[config.mk]
export PLATFORM = sky130hd
export DESIGN_NAME = i2c_bit_timing
export DESIGN_NICKNAME = d
export VERILOG_FILES = /design/src/rtl/i2c_bt_pkg.sv /design/src/rtl/bt_glitch_filter.sv /design/src/rtl/bt_phase_ctrl.sv /design/src/rtl/i2c_bit_timing.sv
export SDC_FILE = /design/constraint.sdc
export NUM_CORES = 1
export LEC_CHECK = 0
export BUFFER_PORTS_ARGS = -buffer_cell sky130_fd_sc_hd__buf_2
export CAP_MARGIN = 20
export CORE_MARGIN = 3
export CORE_UTILIZATION = 51
export CTS_CLUSTER_DIAMETER = 200
export DETAILED_ROUTE_END_ITERATION = 6
export GPL_TIMING_DRIVEN = 0
export HOLD_SLACK_MARGIN = 0.02
export PLACE_DENSITY = 0.73
export SYNTH_ARGS = -nofsm -noshare
export SYNTH_HDL_FRONTEND = slang
export SYNTH_SLANG_ARGS = --single-unit
[constraint.sdc]
create_clock -name clk -period 13.8 [get_ports clk]
set_input_delay 0.69 -clock clk [delete_from_list [all_inputs] [get_ports clk]]
set_output_delay 0.69 -clock clk [all_outputs]
set_load 0.05 [all_outputs]
[src/rtl/i2c_bt_pkg.sv]
package i2c_bt_pkg;

    typedef enum logic [2:0] {
        PH_IDLE,
        PH_LOW_HOLD,
        PH_LOW_REST,
        PH_HIGH_WAIT,
        PH_HIGH_CNT
    } phase_e;

    // Zero counts are stretched to a single clock.
    function automatic int unsigned at_least_one(int unsigned v);
        return (v == 0) ? 1 : v;
    endfunction

    // Clocks SCL stays low after SDA has moved: the low phase must cover
    // the plain low count and hold+setup, and last one clock past the hold.
    function automatic int unsigned rest_cycles(int unsigned low_len,
                                                int unsigned hold_eff,
                                                int unsigned setup_len);
        int unsigned total;
        int unsigned rest;
        total = low_len;
        if (hold_eff + setup_len > total) total = hold_eff + setup_len;
        rest  = (total > hold_eff) ? total - hold_eff : 0;
        return at_least_one(rest);
    endfunction

endpackage

[src/rtl/bt_glitch_filter.sv]
module bt_glitch_filter #(
    parameter int FW = 6
) (
    input  logic          clk,
    input  logic          rst,
    input  logic [FW-1:0] flt_len,
    input  logic          raw,
    output logic          clean
);
    logic [FW-1:0] run_len;

    always_ff @(posedge clk) begin
        if (rst) begin
            clean   <= 1'b1;
            run_len <= '0;
        end else if (raw == clean) begin
            run_len <= '0;
        end else if (run_len >= flt_len) begin
            clean   <= raw;
            run_len <= '0;
        end else begin
            run_len <= run_len + 1'b1;
        end
    end

    // a change of the filtered level always adopts the sampled raw level
    a_r2_flip_follows_raw: assert property (@(posedge clk) disable iff (rst)
        !$stable(clean) |-> (clean == $past(raw)));

endmodule

[src/rtl/bt_phase_ctrl.sv]
module bt_phase_ctrl #(
    parameter int CW = 12
) (
    input  logic          clk,
    input  logic          rst,
    input  logic [CW-1:0] high_len,
    input  logic [CW-1:0] hold_len,
    input  logic [CW-1:0] rest_len,
    input  logic          run,
    input  logic          tx_bit,
    input  logic          scl_f,
    input  logic          sda_f,
    output logic          scl_oe,
    output logic          sda_oe,
    output logic          strobe,
    output logic          rx_bit,
    output logic          busy
);
    import i2c_bt_pkg::*;

    phase_e        ph;
    logic [CW-1:0] cnt;
    logic          bit_q;

    always_ff @(posedge clk) begin
        if (rst) begin
            ph     <= PH_IDLE;
            cnt    <= '0;
            scl_oe <= 1'b0;
            sda_oe <= 1'b0;
            strobe <= 1'b0;
            rx_bit <= 1'b0;
            bit_q  <= 1'b0;
        end else begin
            strobe <= 1'b0;
            case (ph)
                PH_IDLE: begin
                    if (run) begin
                        ph     <= PH_LOW_HOLD;
                        cnt    <= CW'(1);
                        scl_oe <= 1'b1;
                        bit_q  <= tx_bit;
                    end
                end
                PH_LOW_HOLD: begin
                    if (cnt >= hold_len) begin
                        sda_oe <= ~bit_q;
                        ph     <= PH_LOW_REST;
                        cnt    <= CW'(1);
                    end else begin
                        cnt <= cnt + 1'b1;
                    end
                end
                PH_LOW_REST: begin
                    if (cnt >= rest_len) begin
                        scl_oe <= 1'b0;
                        ph     <= PH_HIGH_WAIT;
                        cnt    <= '0;
                    end else begin
                        cnt <= cnt + 1'b1;
                    end
                end
                PH_HIGH_WAIT: begin
                    if (scl_f) begin
                        ph  <= PH_HIGH_CNT;
                        cnt <= CW'(1);
                    end
                end
                PH_HIGH_CNT: begin
                    if (cnt >= high_len) begin
                        strobe <= 1'b1;
                        rx_bit <= sda_f;
                        if (run) begin
                            ph     <= PH_LOW_HOLD;
                            cnt    <= CW'(1);
                            scl_oe <= 1'b1;
                            bit_q  <= tx_bit;
                        end else begin
                            ph  <= PH_IDLE;
                            cnt <= '0;
                        end
                    end else begin
                        cnt <= cnt + 1'b1;
                    end
                end
                default: ph <= PH_IDLE;
            endcase
        end
    end

    assign busy = (ph != PH_IDLE);

    // a request in idle pulls SCL low on the next cycle
    a_r3_run_pulls_low: assert property (@(posedge clk) disable iff (rst)
        (ph == PH_IDLE && run) |=> scl_oe);

    // SDA only moves inside a low phase
    a_r4_sda_moves_in_low: assert property (@(posedge clk) disable iff (rst)
        !$stable(sda_oe) |-> (scl_oe && $past(scl_oe)));

    // the end of the high phase is reached only with SCL seen high
    a_r6_strobe_after_high: assert property (@(posedge clk) disable iff (rst)
        $rose(strobe) |-> $past(scl_f));

    // the strobe is a single-cycle pulse
    a_r7_strobe_single: assert property (@(posedge clk) disable iff (rst)
        strobe |=> !strobe);

endmodule

[src/rtl/i2c_bit_timing.sv]
module i2c_bit_timing #(
    parameter int CW = 12,
    parameter int FW = 6
) (
    input  logic          clk,
    input  logic          rst,
    input  logic [CW-1:0] cfg_scl_high,
    input  logic [CW-1:0] cfg_scl_low,
    input  logic [CW-1:0] cfg_setup,
    input  logic [CW-1:0] cfg_hold,
    input  logic [FW-1:0] cfg_filter,
    input  logic          run,
    input  logic          tx_bit,
    input  logic          scl_in,
    input  logic          sda_in,
    output logic          scl_drive_low,
    output logic          sda_drive_low,
    output logic          scl_clean,
    output logic          sda_clean,
    output logic          bit_strobe,
    output logic          rx_bit,
    output logic          busy
);
    import i2c_bt_pkg::*;

    localparam int NLINES = 2;

    logic [NLINES-1:0] raw_vec;
    logic [NLINES-1:0] clean_vec;
    logic [CW-1:0]     high_eff;
    logic [CW-1:0]     hold_eff;
    logic [CW-1:0]     rest_len;

    assign raw_vec = {sda_in, scl_in};

    for (genvar i = 0; i < NLINES; i++) begin : g_flt
        bt_glitch_filter #(.FW(FW)) i_flt (
            .clk     (clk),
            .rst     (rst),
            .flt_len (cfg_filter),
            .raw     (raw_vec[i]),
            .clean   (clean_vec[i])
        );
    end

    assign scl_clean = clean_vec[0];
    assign sda_clean = clean_vec[1];

    assign high_eff = CW'(at_least_one(32'(cfg_scl_high)));
    assign hold_eff = CW'(at_least_one(32'(cfg_hold)));
    assign rest_len = CW'(rest_cycles(32'(cfg_scl_low), 32'(hold_eff), 32'(cfg_setup)));

    bt_phase_ctrl #(.CW(CW)) i_ctrl (
        .clk      (clk),
        .rst      (rst),
        .high_len (high_eff),
        .hold_len (hold_eff),
        .rest_len (rest_len),
        .run      (run),
        .tx_bit   (tx_bit),
        .scl_f    (scl_clean),
        .sda_f    (sda_clean),
        .scl_oe   (scl_drive_low),
        .sda_oe   (sda_drive_low),
        .strobe   (bit_strobe),
        .rx_bit   (rx_bit),
        .busy     (busy)
    );

endmodule

# After elaboration in Yosys (flattened, before gate mapping)
# Cells that the tools add are included.
[totals] reg_bits=34 latchBits=0 ram_bits=0 mem_bits_ro=0 out_inout_bits=7 memories=0
[op_classes] n_addsub=5 mul=0 div_mod_pow=0 magnitude_cmp=7 n_eq_ne=11 shift=0 mux=27 bitwise=4 reduce_logical=19
[ops] op="12-bit 2-to-1 mux" n=8
[ops] op="32-bit by 12-bit > comparator with 1-bit output" n=2
[ops] op="12-bit case mux with 5 select lines" n=1
[ops] op="12-bit >= comparator" n=3
[ops] op="32-bit logical NOT" n=1
[ops] op="32-bit 2-to-1 mux" n=1
[ops] op="32-bit by 12-bit subtractor with 32-bit output" n=1
[ops] op="12-bit logical NOT" n=2
[ops] op="3-bit 2-to-1 mux" n=5
[ops] op="3-bit case mux with 5 select lines" n=1
[ops] op="12-bit by 12-bit adder with 13-bit output" n=1
[ops] op="13-bit 2-to-1 mux" n=1
[ops] op="12-bit by 1-bit adder with 12-bit output, second input constant" n=1
[ops] op="6-bit by 1-bit adder with 6-bit output, second input constant" n=2
[ops] op="6-bit >= comparator" n=2
[ops] op="2-bit AND reduction" n=5
[ops] op="1-bit 2-to-1 mux" n=8
[ops] op="3-bit by 2-bit == test with 1-bit output, second input constant" n=2
[ops] op="2-bit by 1-bit != test with 1-bit output, second input constant" n=3
[ops] op="3-bit AND reduction" n=2
[ops] op="3-bit nonzero test" n=2
[ops] op="3-bit OR reduction" n=2
[ops] op="5-bit AND reduction" n=1
[ops] op="5-bit nonzero test" n=1
[ops] op="other kinds (10)" n=15

# Depth between registers and ports, before layout
[depth] ltp_word=12 depth_mapped=41 ltp_nobuf=40

# Cells and area by module
# A second synthesis with hierarchy kept.
[unflattened] hier_cells=606 area_unflattened_um2=4792.1
[modules_own_cells] mod="bt_phase_ctrl" instances=1 cells_per_inst=248 area_per_inst_um2=2008.2 seq_area_each_um2=400.4
[modules_own_cells] mod="i2c_bit_timing" instances=1 cells_per_inst=262 area_per_inst_um2=1880.6 seq_area_each_um2=0.0
[modules_own_cells] mod="bt_glitch_filter" instances=2 cells_per_inst=48 area_per_inst_um2=451.7 seq_area_each_um2=140.1

# Worst setup path after synthesis
# No wires, ideal clock.
[synth_path] path_kind="in2reg" startpoint="input cfg_hold[6]" endpoint="register i_ctrl.cnt[5]" setup_ns=0.101 arrival_ns=8.570 slack_ns=5.129 cell_stages=40 n_path_buf=1 cell_sequence="nor3_1 -> a31o_2 -> ha_1 -> a21o_1 -> a21oi_1 -> nor2b_1 -> o41a_1 -> a31o_2 -> a21oi_1 -> xnor2_1 -> ha_1 -> a21o_1 -> a21o_1 -> a21oi_1 -> nand3b_1 -> a21oi_2 -> buf_4 -> mux2_2 -> [... 4 more ...] -> nor2_1 -> a211oi_1 -> ha_1 -> nand4b_1 -> nor2_1 -> nand4_1 -> or4_1 -> or4_1 -> o211ai_1 -> ha_1 -> nand2b_1 -> a21o_1 -> a211o_1 -> a211oi_1 -> o21ai_1 -> nand2_1 -> nand2_1 -> o41ai_1"
[synth_via] elab_chain_len=12
[synth_rtl] element="start: declaration" line_no="i2c_bit_timing.sv:10" rtl="input logic [CW-1:0] cfg_hold,"
[synth_rtl] element="12-bit logical NOT" line_no="i2c_bt_pkg.sv:13" rtl="return (v == 0) ? 1 : v;"
[synth_rtl] element="12-bit 2-to-1 mux *" line_no="i2c_bt_pkg.sv:13"
[synth_rtl] element="12-bit by 12-bit adder with 13-bit output" line_no="i2c_bt_pkg.sv:24" rtl="if (hold_eff + setup_len > total) total = hold_eff + setup_len;"
[synth_rtl] element="32-bit by 12-bit > comparator with 1-bit output" line_no="i2c_bt_pkg.sv:24"
[synth_rtl] element="13-bit 2-to-1 mux" line_no="i2c_bt_pkg.sv:24"
[synth_rtl] element="32-bit by 12-bit subtractor with 32-bit output / 32-bit by 12-bit > comparator with 1-bit output (equally long branches)" line_no="i2c_bt_pkg.sv:25" rtl="rest = (total > hold_eff) ? total - hold_eff : 0;"
[synth_rtl] element="32-bit 2-to-1 mux" line_no="i2c_bt_pkg.sv:25"
[synth_rtl] element="32-bit logical NOT" line_no="i2c_bt_pkg.sv:13"
[synth_rtl] element="12-bit 2-to-1 mux" line_no="i2c_bt_pkg.sv:13"
[synth_rtl] element="12-bit >= comparator" line_no="bt_phase_ctrl.sv:55" rtl="if (cnt >= rest_len) begin"
[synth_rtl] element="12-bit 2-to-1 mux" line_no="bt_phase_ctrl.sv:55"
[synth_rtl] element="12-bit case mux with 5 select lines *" line_no="bt_phase_ctrl.sv:36" rtl="case (ph)"
[synth_rtl] element="end signal: assignment" line_no="bt_phase_ctrl.sv:51" rtl="cnt <= cnt + 1'b1;"
[synth_rtl] element="end signal: assignment" line_no="bt_phase_ctrl.sv:60" rtl="cnt <= cnt + 1'b1;"
[synth_rtl] element="end signal: assignment" line_no="bt_phase_ctrl.sv:83" rtl="cnt <= cnt + 1'b1;"
[synth_rtl] element="end: declaration" line_no="bt_phase_ctrl.sv:22" rtl="logic [CW-1:0] cnt;"
# Every way passes the cells marked *; elsewhere a longest branch is shown, timed or not.
# A chain may end at the register's enable or synchronous reset.

# Final worst setup path
[layout_path] startpoint="input cfg_hold[10]" endpoint="register i_ctrl.cnt[5]"
# Same word-level chain as after synthesis.

==> summary.md <==
| Metric | Value |
|---|---|
| H-tree Lvls | `2` |
| Routed met1 length | `5.054 mm` |
| RePlAce Congestion | `0.8814` |
| GRT overflow | `0` |
| PortBufs | `66` |
| Cell area after layout | `4853 µm²` |
| Worst Skew | `0.005059 ns` |
| Cts hold-fix bufs | `0` |
| Initial core utilization | `54.02%` |
| Final count of hold timing violations | `0` |
| Via density | `5.613` |
| Row count | `32` |
| N_diodes | `0` |
| Final Setup Violations | `0` |
| Critical Path Slowest Stage Cell | `or4_1` |
| Clock latency on the worst-skew pair | `roughly 0.29 ns` |
| CP Capture Type | `register` |
| DP Cell Count | `710` |
| Final #Nets | `765` |
| Finished Layout Cells | `718` |
| Final period utilization | `approximately 72%` |
| Slew @ Worst Pin | `0.6805 ns` |
| Most frequent cells in the layout | `ha_1 (88), buf_2 (66), inv_1 (54)` |
| Hold Crit Class | `reg -> reg` |
| #FFs+latches synth | `34` |
| Max-cap violations | `0` |
| Yosys cell types | `56` |
| Root Driver | `clkbuf_8` |
| CP required | `13.99 ns` |
| TritonCTS buffer count | `5` |
| Post-Syn Area per Cell | `7.941 µm²` |
| Core outline area | `7968 µm²` |
| Layout cells sized above 1 | `approximately 16%` |
| Drt total wl | `about 10 mm` |
| Gate Count Post-Synth | `542` |
| # resized after CTS | `0` |
| RSZ-0062 raised after global routing | `false` |
| Post-synth ARST share | `0%` |
| Total Routing Usage GR | `21.41%` |
| CP max FO | `10` |
| 1st-pass router iterations | `5` |
| Slew Limit Headroom | `a little over half` |
| Die height | `roughly 98 µm` |
| Top routing layer in use | `met4` |
| Peak Freq | `100.6 MHz` |
| Die area | `9578 µm²` |
| WS Path Type | `in -> reg` |
| Clk slew on worst S/H paths | `0.07 ns` |
| Fin Setup TNS | `0 ns` |
| CTS Buffer Depth | `2` |
| 1st-iter DRT viols | `around 200` |
| CP dominant cell by count | `ha_1` |
| Post-Syn Nets | `692` |
| DP Area | `4762 µm²` |
| Most common cell after layout, fill and taps aside | `ha_1` |
| Power per cell area | `between 80 and 90 nW/µm²` |
| Syn. warnings | `0` |
| Total clock sinks | `34` |
| Met2 wire len | `4.415 mm` |
| Max VDD drop | `0.00004998 V` |
| Outcome | `finished, final reports clean` |
| HPWL Detailed | `~8.6 mm` |
| Vias in the first global route | `3842` |
| Sequential-to-total area share from yosys stat | `between 15 and 20%` |
| Routed Antenna Nets | `0` |
| Fin. max-slew vios | `0` |
| Final Util | `around 61%` |
| Die W | `about 100 µm` |
| Largest stage delay, worst path | `0.49 ns` |
| Initial antenna violation count | `0` |
| Area grow syn2layout | `12.76%` |
| Pleak | `2.540 nW` |
| First-pass GRT wire length | `17.26 mm` |
| Io pins | `67` |
| Netlist Area Pre-Place | `approximately 4300 µm²` |
| Pin count of the biggest net entering global routing | `11` |
| WL met3 | `slightly above 500 µm` |
| CTS tree | `done` |
| Crit path DAT | `10.13 ns` |
| DRC | `0` |
| Tmin final | `between 9 and 10 ns` |
| Wire per inst | `14.20 µm` |
| Startpoint types | `input pin` |
| Post-CTS setup buffer count | `0` |
| EDFF count, synth | `0` |
| Vias after detailed routing | `4030` |
| Ys flop type | `dfxtp_1` |
[critical path, delay by kind of cell]
kind,cells,cell delay [ns]
buffers and inverters,2,0.42
and+or+nand+nor,13,2.31
xor gates and xnor gates,1,0.17
muxes,1,0.36
AOI/OAI and AO/OA,19,4.89
adders and majority gates,5,1.28
[state kept, by name, summed over array words and instances, names as in the netlist, 2 cells and up]
register and flops:
g_flt.i_flt.run_len 12, i_ctrl.cnt 12, i_ctrl.ph 3, g_flt.i_flt.clean 2
[cell type report]
cell class,instances,area (µm²)
timing repair buffer,66,330.3
tap,102,127.6
clock buffer,7,86.33
sequential,34,680.7
fill,742,3114
inverter,54,202.7
multi-input combinational,439,3357
clock inverter,1,5.005
buffer,15,63.81
[report_power, final]
group / switching (W) / internal [W]
Combinational: 0.000139 / 0.000117
Sequential: 0.00000244 / 0.000100
Clock: 0.0000359 / 0.0000402
Total: 0.000177 / 0.000258
[worst paths after layout]
path / start / end / slack, ns / cells past startpoint
setup reg to reg: i_ctrl.cnt[0] / i_ctrl.cnt[5] / 10.41 / 10
hold reg to reg: i_ctrl.rx_bit / i_ctrl.rx_bit / 0.46 / 2
setup / recovery: cfg_hold[10] / i_ctrl.cnt[5] / 3.86 / 41
hold / removal: i_ctrl.rx_bit / i_ctrl.rx_bit / 0.46 / 2
[logic make-up after synthesis]
kind of cell    Yosys count  share of synthesized area (%)
simple gates            166                          19.68
compound gates          134                          21.08
fa+ha+maj                90                          26.51
buf+inv                  69                          6.192
flops                    34                          15.81
xor+xnor                 33                          6.715
mux                      16                          4.012
[per-layer routing]
metal	GRT usage (%)	vias to the layer above
met5	0	-
met4	6.390	0
met3	3.071	23
met2	32.83	91
met1	31.04	1837
li1	-	2079
[through the flow]
stage | total power [W] | hold WS, ns | setup slack [ns]
3_5_place_dp | 0.0003577 | 0.4515 | 3.726
4_1_cts | 0.0004351 | 0.4605 | 3.982
3_3_place_gp | 0.0003493 | 0.4399 | 3.836
5_1_grt | 0.0004717 | 0.4785 | 3.274
6_report | 0.0004348 | 0.4566 | 3.855
2_1_floorplan | 0.0003008 | 0.4256 | 5.129
[cell usage after synthesis (all sizes together), types with 5 or more instances]
master / instances / area share, %
nand2b: 16 / 2.3
mux2i: 6 / 1.4
mux2: 10 / 2.6
a21o: 25 / 4.4
nand3: 13 / 1.5
xor2: 9 / 1.8
nor3b: 8 / 1.4
nor2b: 8 / 1.3
nand2: 41 / 3.6
xnor2: 24 / 4.9
dfxtp: 34 / 16
nor2: 37 / 3.2
a21oi: 29 / 3.5
inv: 54 / 4.7
nand4: 5 / 0.73
clkbuf: 13 / 1.1
and3: 11 / 1.6
ha: 88 / 26
a211oi: 12 / 2.2
nor3: 9 / 1.0
o21a: 6 / 1.0
o21ai: 30 / 3.5
(Power assumes the default switching activity.)
